### src/rtl/fs_pkg.sv
package fs_pkg;
   typedef enum logic [1:0] {
      FS_NORMAL = 2'b00,
      FS_SUB0   = 2'b01,
      FS_SUB1   = 2'b10,
      FS_LOWPWR = 2'b11
   } fs_mode_e;
endpackage

### src/rtl/fs_sync.sv
module fs_sync #(
   parameter int STAGES = 2
) (
   input  logic clk,
   input  logic rst_n,
   input  logic d_in,
   output logic q_out
);
   if (STAGES < 2) begin : g_bad_stages
      $error("fs_sync: STAGES must be at least 2");
   end

   logic [STAGES-1:0] chain_q;

   always_ff @(posedge clk or negedge rst_n) begin
      if (!rst_n) chain_q <= '0;
      else        chain_q <= {chain_q[STAGES-2:0], d_in};
   end

   assign q_out = chain_q[STAGES-1];
endmodule

### src/rtl/fs_cfg.sv
module fs_cfg #(
   parameter int              NUM_CH         = 4,
   parameter logic [NUM_CH-1:0] EN_DEFAULT     = '1,
   parameter logic [NUM_CH-1:0] POLICY_DEFAULT = '0
) (
   input  logic              clk,
   input  logic              rst_n,
   input  logic              enter_fs,
   input  logic              load_pat,
   input  logic [NUM_CH-1:0] pat,
   input  logic              wr_en_strb,
   input  logic [NUM_CH-1:0] wr_en_data,
   input  logic              wr_pol_strb,
   input  logic [NUM_CH-1:0] wr_pol_data,
   input  logic              wr_lock_strb,
   input  logic              wr_lock_data,
   output logic [NUM_CH-1:0] en_q,
   output logic [NUM_CH-1:0] pol_q,
   output logic              lock_q
);
   always_ff @(posedge clk or negedge rst_n) begin
      if (!rst_n) begin
         en_q   <= EN_DEFAULT;
         pol_q  <= POLICY_DEFAULT;
         lock_q <= 1'b0;
      end else begin
         if (enter_fs)          lock_q <= 1'b1;
         else if (wr_lock_strb) lock_q <= wr_lock_data;

         if (enter_fs)                   pol_q <= POLICY_DEFAULT;
         else if (wr_pol_strb && !lock_q) pol_q <= wr_pol_data;

         if (load_pat)                   en_q <= pat;
         else if (wr_en_strb && !lock_q) en_q <= wr_en_data;
      end
   end
endmodule

### src/rtl/fs_fault.sv
module fs_fault #(
   parameter int NUM_CH = 4
) (
   input  logic              clk,
   input  logic              rst_n,
   input  logic [NUM_CH-1:0] fault_in,
   input  logic              clr,
   input  logic [NUM_CH-1:0] pol,
   output logic [NUM_CH-1:0] flags_q,
   output logic              kill_all,
   output logic              lowpwr_req
);
   for (genvar i = 0; i < NUM_CH; i++) begin : g_flag
      always_ff @(posedge clk or negedge rst_n) begin
         if (!rst_n) flags_q[i] <= 1'b0;
         else        flags_q[i] <= fault_in[i] | (flags_q[i] & ~clr);
      end
   end

   assign kill_all   = |(flags_q & pol);
   assign lowpwr_req = (&pol) & (|flags_q);
endmodule

### src/rtl/fs_supervisor.sv
module fs_supervisor
   import fs_pkg::*;
#(
   parameter int                NUM_CH         = 4,
   parameter int                SYNC_STAGES    = 2,
   parameter logic [NUM_CH-1:0] EN_DEFAULT     = '1,
   parameter logic [NUM_CH-1:0] POLICY_DEFAULT = '0
) (
   input  logic              clk,
   input  logic              rst_n,
   input  logic              fs_sel_pin,
   input  logic              wdt_timeout,
   input  logic              wr_en_strb,
   input  logic [NUM_CH-1:0] wr_en_data,
   input  logic              wr_pol_strb,
   input  logic [NUM_CH-1:0] wr_pol_data,
   input  logic              wr_lock_strb,
   input  logic              wr_lock_data,
   input  logic              wr_force_strb,
   input  logic              wr_force_data,
   input  logic              wr_release_strb,
   input  logic              wr_release_data,
   input  logic              wr_flagclr_strb,
   input  logic [NUM_CH-1:0] fault_in,
   input  logic [NUM_CH-1:0] stored_pat0,
   input  logic [NUM_CH-1:0] stored_pat1,
   output logic [NUM_CH-1:0] ch_en_out,
   output logic [1:0]        mode_out,
   output logic              lock_out,
   output logic              pin_flag,
   output logic [NUM_CH-1:0] fault_flags,
   output logic              err_out,
   output logic              serial_en,
   output logic              release_bit
);
   if (NUM_CH < 1) begin : g_bad_ch
      $error("fs_supervisor: NUM_CH must be at least 1");
   end

   fs_mode_e          state_q, state_d;
   logic              sel_s;
   logic              in_fs, enter_fs, load_pat, rel_ok;
   logic [NUM_CH-1:0] pat, en_q, pol_q, flags_q;
   logic              lock_q, kill_all, lowpwr_req, release_q;

   fs_sync #(.STAGES(SYNC_STAGES)) u_sync (
      .clk   (clk),
      .rst_n (rst_n),
      .d_in  (fs_sel_pin),
      .q_out (sel_s)
   );

   fs_fault #(.NUM_CH(NUM_CH)) u_fault (
      .clk        (clk),
      .rst_n      (rst_n),
      .fault_in   (fault_in),
      .clr        (wr_flagclr_strb),
      .pol        (pol_q),
      .flags_q    (flags_q),
      .kill_all   (kill_all),
      .lowpwr_req (lowpwr_req)
   );

   assign in_fs    = (state_q == FS_SUB0) || (state_q == FS_SUB1);
   assign enter_fs = (state_q == FS_NORMAL) && !lowpwr_req &&
                     ((wr_force_strb && wr_force_data) || wdt_timeout);
   assign rel_ok   = in_fs && !lowpwr_req && wr_release_strb && wr_release_data &&
                     !lock_q && (flags_q == '0);

   always_comb begin
      state_d = state_q;
      unique case (state_q)
         FS_NORMAL: begin
            if (lowpwr_req)    state_d = FS_LOWPWR;
            else if (enter_fs) state_d = sel_s ? FS_SUB1 : FS_SUB0;
         end
         FS_SUB0, FS_SUB1: begin
            if (lowpwr_req)  state_d = FS_LOWPWR;
            else if (rel_ok) state_d = FS_NORMAL;
            else             state_d = sel_s ? FS_SUB1 : FS_SUB0;
         end
         default: state_d = FS_LOWPWR;
      endcase
   end

   assign load_pat = ((state_d == FS_SUB0) || (state_d == FS_SUB1)) && (state_d != state_q);
   assign pat      = (state_d == FS_SUB1) ? stored_pat1 : stored_pat0;

   fs_cfg #(
      .NUM_CH         (NUM_CH),
      .EN_DEFAULT     (EN_DEFAULT),
      .POLICY_DEFAULT (POLICY_DEFAULT)
   ) u_cfg (
      .clk          (clk),
      .rst_n        (rst_n),
      .enter_fs     (enter_fs),
      .load_pat     (load_pat),
      .pat          (pat),
      .wr_en_strb   (wr_en_strb),
      .wr_en_data   (wr_en_data),
      .wr_pol_strb  (wr_pol_strb),
      .wr_pol_data  (wr_pol_data),
      .wr_lock_strb (wr_lock_strb),
      .wr_lock_data (wr_lock_data),
      .en_q         (en_q),
      .pol_q        (pol_q),
      .lock_q       (lock_q)
   );

   always_ff @(posedge clk or negedge rst_n) begin
      if (!rst_n) begin
         state_q   <= FS_NORMAL;
         release_q <= 1'b0;
      end else begin
         state_q   <= state_d;
         release_q <= rel_ok;
      end
   end

   assign ch_en_out   = (state_q == FS_LOWPWR || kill_all) ? '0 : (en_q & ~flags_q);
   assign mode_out    = state_q;
   assign lock_out    = lock_q;
   assign pin_flag    = sel_s;
   assign fault_flags = flags_q;
   assign err_out     = kill_all || (state_q == FS_LOWPWR);
   assign serial_en   = (state_q != FS_LOWPWR);
   assign release_bit = release_q;
endmodule

### config.mk
export PLATFORM = sky130hd
export DESIGN_NAME = fs_supervisor
export DESIGN_NICKNAME = d
export VERILOG_FILES = /design/src/rtl/fs_pkg.sv /design/src/rtl/fs_sync.sv /design/src/rtl/fs_cfg.sv /design/src/rtl/fs_fault.sv /design/src/rtl/fs_supervisor.sv
export SDC_FILE = /design/constraint.sdc
export NUM_CORES = 1
export LEC_CHECK = 0
export ABC_AREA = 1
export BUFFER_PORTS_ARGS = -buffer_cell sky130_fd_sc_hd__buf_2
export CORE_MARGIN = 10
export CORE_UTILIZATION = 42
export CTS_CLUSTER_SIZE = 40
export DETAILED_ROUTE_END_ITERATION = 10
export PLACE_DENSITY = 0.82
export SETUP_SLACK_MARGIN = 0.3
export SYNTH_ARGS = -nofsm -noshare
export SYNTH_HDL_FRONTEND = slang
export SYNTH_SLANG_ARGS = --single-unit
### constraint.sdc
create_clock -name clk -period 2 [get_ports clk]
set_input_delay 0.4 -clock clk [delete_from_list [all_inputs] [get_ports clk]]
set_output_delay 0.4 -clock clk [all_outputs]
set_load 0.01 [all_outputs]
==> run_results.csv <==
group,metric,value,unit
outcome,status,"finished, violations left",
outcome,violations,"setup timing",
die,core,2500,um^2
drt,route.detailed.drc,0,
global_routing,track_usage,0.124,
timing,fin_crit,2.09,ns
power,p_leak,0.869,nW
critical_path,critPathKind,"reg -> out",
synth,ys.flop_type,"dfrtp_1",
critical_path,cp_slowest_cell,"dfrtp_2",
global_routing,grt_pass1_wl,5.34,mm
layout,syn_to_final_growth,47.5,%
timing,fin_crit_sh,1.04,
clock_network,htree_levels,1,
global_routing,grt_pass1_vias,1190,
timing,max_freq,0.479,GHz
hold_path,min-delay-path-class,"in -> async",
power,powerDensity,1910,nW/um^2
flow_run,cap_violations,0,
power,combPwrFrac,0.735,
critical_path,required,1.60,ns
synth,yosysTopAreaCell,"dfrtp_1",
critical_path,r2r_setup_slack,-0.04,ns
drt,routed_wirelength,3.32,mm
critical_path,r2r_cells,14,
clock_network,cts_tree,"built",
clock_network,cts.sinks,18,
die,fp.dieH,71.3,um
synth,synth_area_leaders,"dfrtp_1, nand2_1, dfstp_2",
layout,multiInputGateArea,683,um^2
die,rows,18,
clock_network,hold_buffers,0,
drt,viasPerCell,4.89,
synth,synthArstFlopShare,1.00,
layout,register_area,458,um^2
synth,yosysUniqueCellTypes,23,
drt,drt_first_iter_violations,32,
timing,tightest_slew,0.401,ns
synth,ys_seq_area_frac,0.412,
power,power_frac_seq,0.204,
synth,synth_edf_count,0,
place,hpwl,2.42,mm
synth,yosys_warnings,0,
drt,drtPass1Iterations,4,
timing,finalWorstSetupSlack,-0.0881,ns
synth,synth_nets,175,
timing,relSlewSlack,0.733,
layout,antennaDiodeCount,0,
global_routing,overflow,0,
global_routing,antenna_found_initial,0,
clock_network,clock-root-buffer,"clkbuf_4",
critical_path,setup.worst_path.start_class,"flop",
clock_network,clk_latency,0.29,ns
place,port_buffers,47,
die,ios,48,
timing,skew,0.00916,ns
drt,ant_nets,0,
critical_path,arrival,1.69,ns
power,p_sw,0.00152,W
clock_network,clockBufferDepth,2,
synth,ys_seq_elements,18,
layout,finalNetCount,238,
synth,post-synth-top-count-cell,"nand2_1",
synth,synth_common_cells,"nand2_1, inv_1, nand3_1",
drt,vias,1125,
drt,wire_per_inst,14.4,um
critical_path,worstPathCellList,"buf_6, ha_4, a221oi_4, o221ai_4, nor2_2, buf_2",
synth,avgSynthCellArea,8.01,um^2
layout,fillCellCount,194,
synth,syn_inst,138,
timing,hold_violations,0,
timing,setup_viol,9,
die,start_util,0.442,
global_routing,grt_max_degree,19,
power,p_clk_frac,0.060,
critical_path,critPathMaxStageDelay,0.43,ns
critical_path,worstSetupEndpointType,"output pin",
timing,whs,0.0121,ns
place,gp_congestion,0.932,
clock_network,clk_pin_slew,0.10,ns
power,p_int,0.00160,W
power,max-vdd-ir-drop,0.00130,V
die,fp.dieArea,5090,um^2
die,die_x,71.3,um
power,switching_share,0.488,
critical_path,path_max_fanout,5,
timing,rsz0062_at_grt,"true",
timing,slew_viol_final,0,
clock_network,numCtsBuffers,3,
place,placed_cell_area,1450,um^2
synth,syn_area,1110,um^2
layout,fin_area,1630,um^2
timing,finalSetupTns,-0.468,ns
synth,yosysTopAreaCellShare,0.317,
layout,drive_gt1_frac,0.510,
[timing repair]
item	CTS	global route
setup buffers	5	3
endpoints found under the setup margin	9	9
pin swaps	11	7
gates cloned	0	1
resized for setup	8	8
endpoints found under the hold margin	0	0
[power groups by stage]
stage               combinational, W  clock (W)  sequential, W
floorplan                    0.00130          0       0.000640
global placement             0.00162          0       0.000621
detailed placement           0.00166          0       0.000628
CTS                          0.00201   0.000192       0.000626
global route                 0.00253   0.000217       0.000656
finish                       0.00230   0.000188       0.000638
[metal layers]
layer  vias to the layer above  part of all wire  global-route usage
li1                        571                 -                   -
met1                       510              0.38               0.127
met2                        34              0.54               0.230
met3                        10             0.048              0.0317
met4                         0             0.034              0.0559
met5                         -                 0                   0
[stage by stage]
stage	utilization	worst slack, ns	std cells	total power [W]
after floorplan	-	0.00961	138	0.00194
after detailed placement	0.581	-0.00776	217	0.00229
after CTS	0.621	-0.0686	226	0.00282
after global placement	0.581	0.0541	217	0.00224
final	0.653	-0.0881	230	0.00312
after global routing	0.653	-0.206	230	0.00340
[critical path, delay by kind of cell (launching register included)]
kind | cells | cell delay, ns
flops | 1 | 0.43
fa+ha+maj | 1 | 0.16
simple gates | 1 | 0.12
compound gates | 2 | 0.43
buf+inv | 2 | 0.26
[cell families after synthesis]
logic type | after synthesis | share of synthesized area
fa+ha+maj | 4 | 0.0453
flops | 18 | 0.412
buf+inv | 26 | 0.0882
mux | 4 | 0.0362
compound gates | 13 | 0.0871
simple gates | 73 | 0.331
[final timing paths]
kind / startpoint / endpoint
max in group asynchronous: rst_n / u_cfg.en_q[2]
worst min register to register: u_sync.chain_q[0] / u_sync.chain_q[1]
worst max-delay path: mode_out[0] / ch_en_out[1]
worst max register to register: mode_out[0] / u_cfg.en_q[2]
worst min-delay path: rst_n / u_fault.flags_q[0]
min in group clk: fs_sel_pin / u_sync.chain_q[0]
[sequential cells by signal, indices dropped and copies added, names as in the netlist]
register,cells
mode_out,2
release_bit,1
u_sync.chain_q,2
u_cfg.lock_q,1
u_cfg.en_q,4
u_cfg.pol_q,4
u_fault.flags_q,4
[layout by cell type, fill, tap and decap left out, types with 2 or more instances in the layout]
master / Yosys / routed
nor2_2: 3 / 6
dfrtp_1: 14 / 12
clkbuf_4: 0 / 3
nand3_1: 21 / 19
o21ai_0: 2 / 2
nand2_4: 4 / 4
nor2_4: 1 / 3
buf_4: 0 / 9
a21oi_1: 3 / 3
mux2i_1: 4 / 4
inv_2: 1 / 3
nor2_1: 7 / 2
ha_4: 0 / 3
nand2_2: 5 / 7
nand3_2: 1 / 3
dfrtp_2: 0 / 2
buf_2: 0 / 47
nand2_1: 30 / 28
inv_1: 24 / 20
buf_6: 0 / 2
o21bai_1: 4 / 4
dfstp_2: 4 / 4
[area by class of cell]
class	instances	area share
sequential	18	0.281
multi-input combinational	95	0.419
tap	30	0.0230
clock buffer	4	0.0161
timing repair buffer	58	0.199
inverter	25	0.0621
Power figures use the tool's default switching activity.
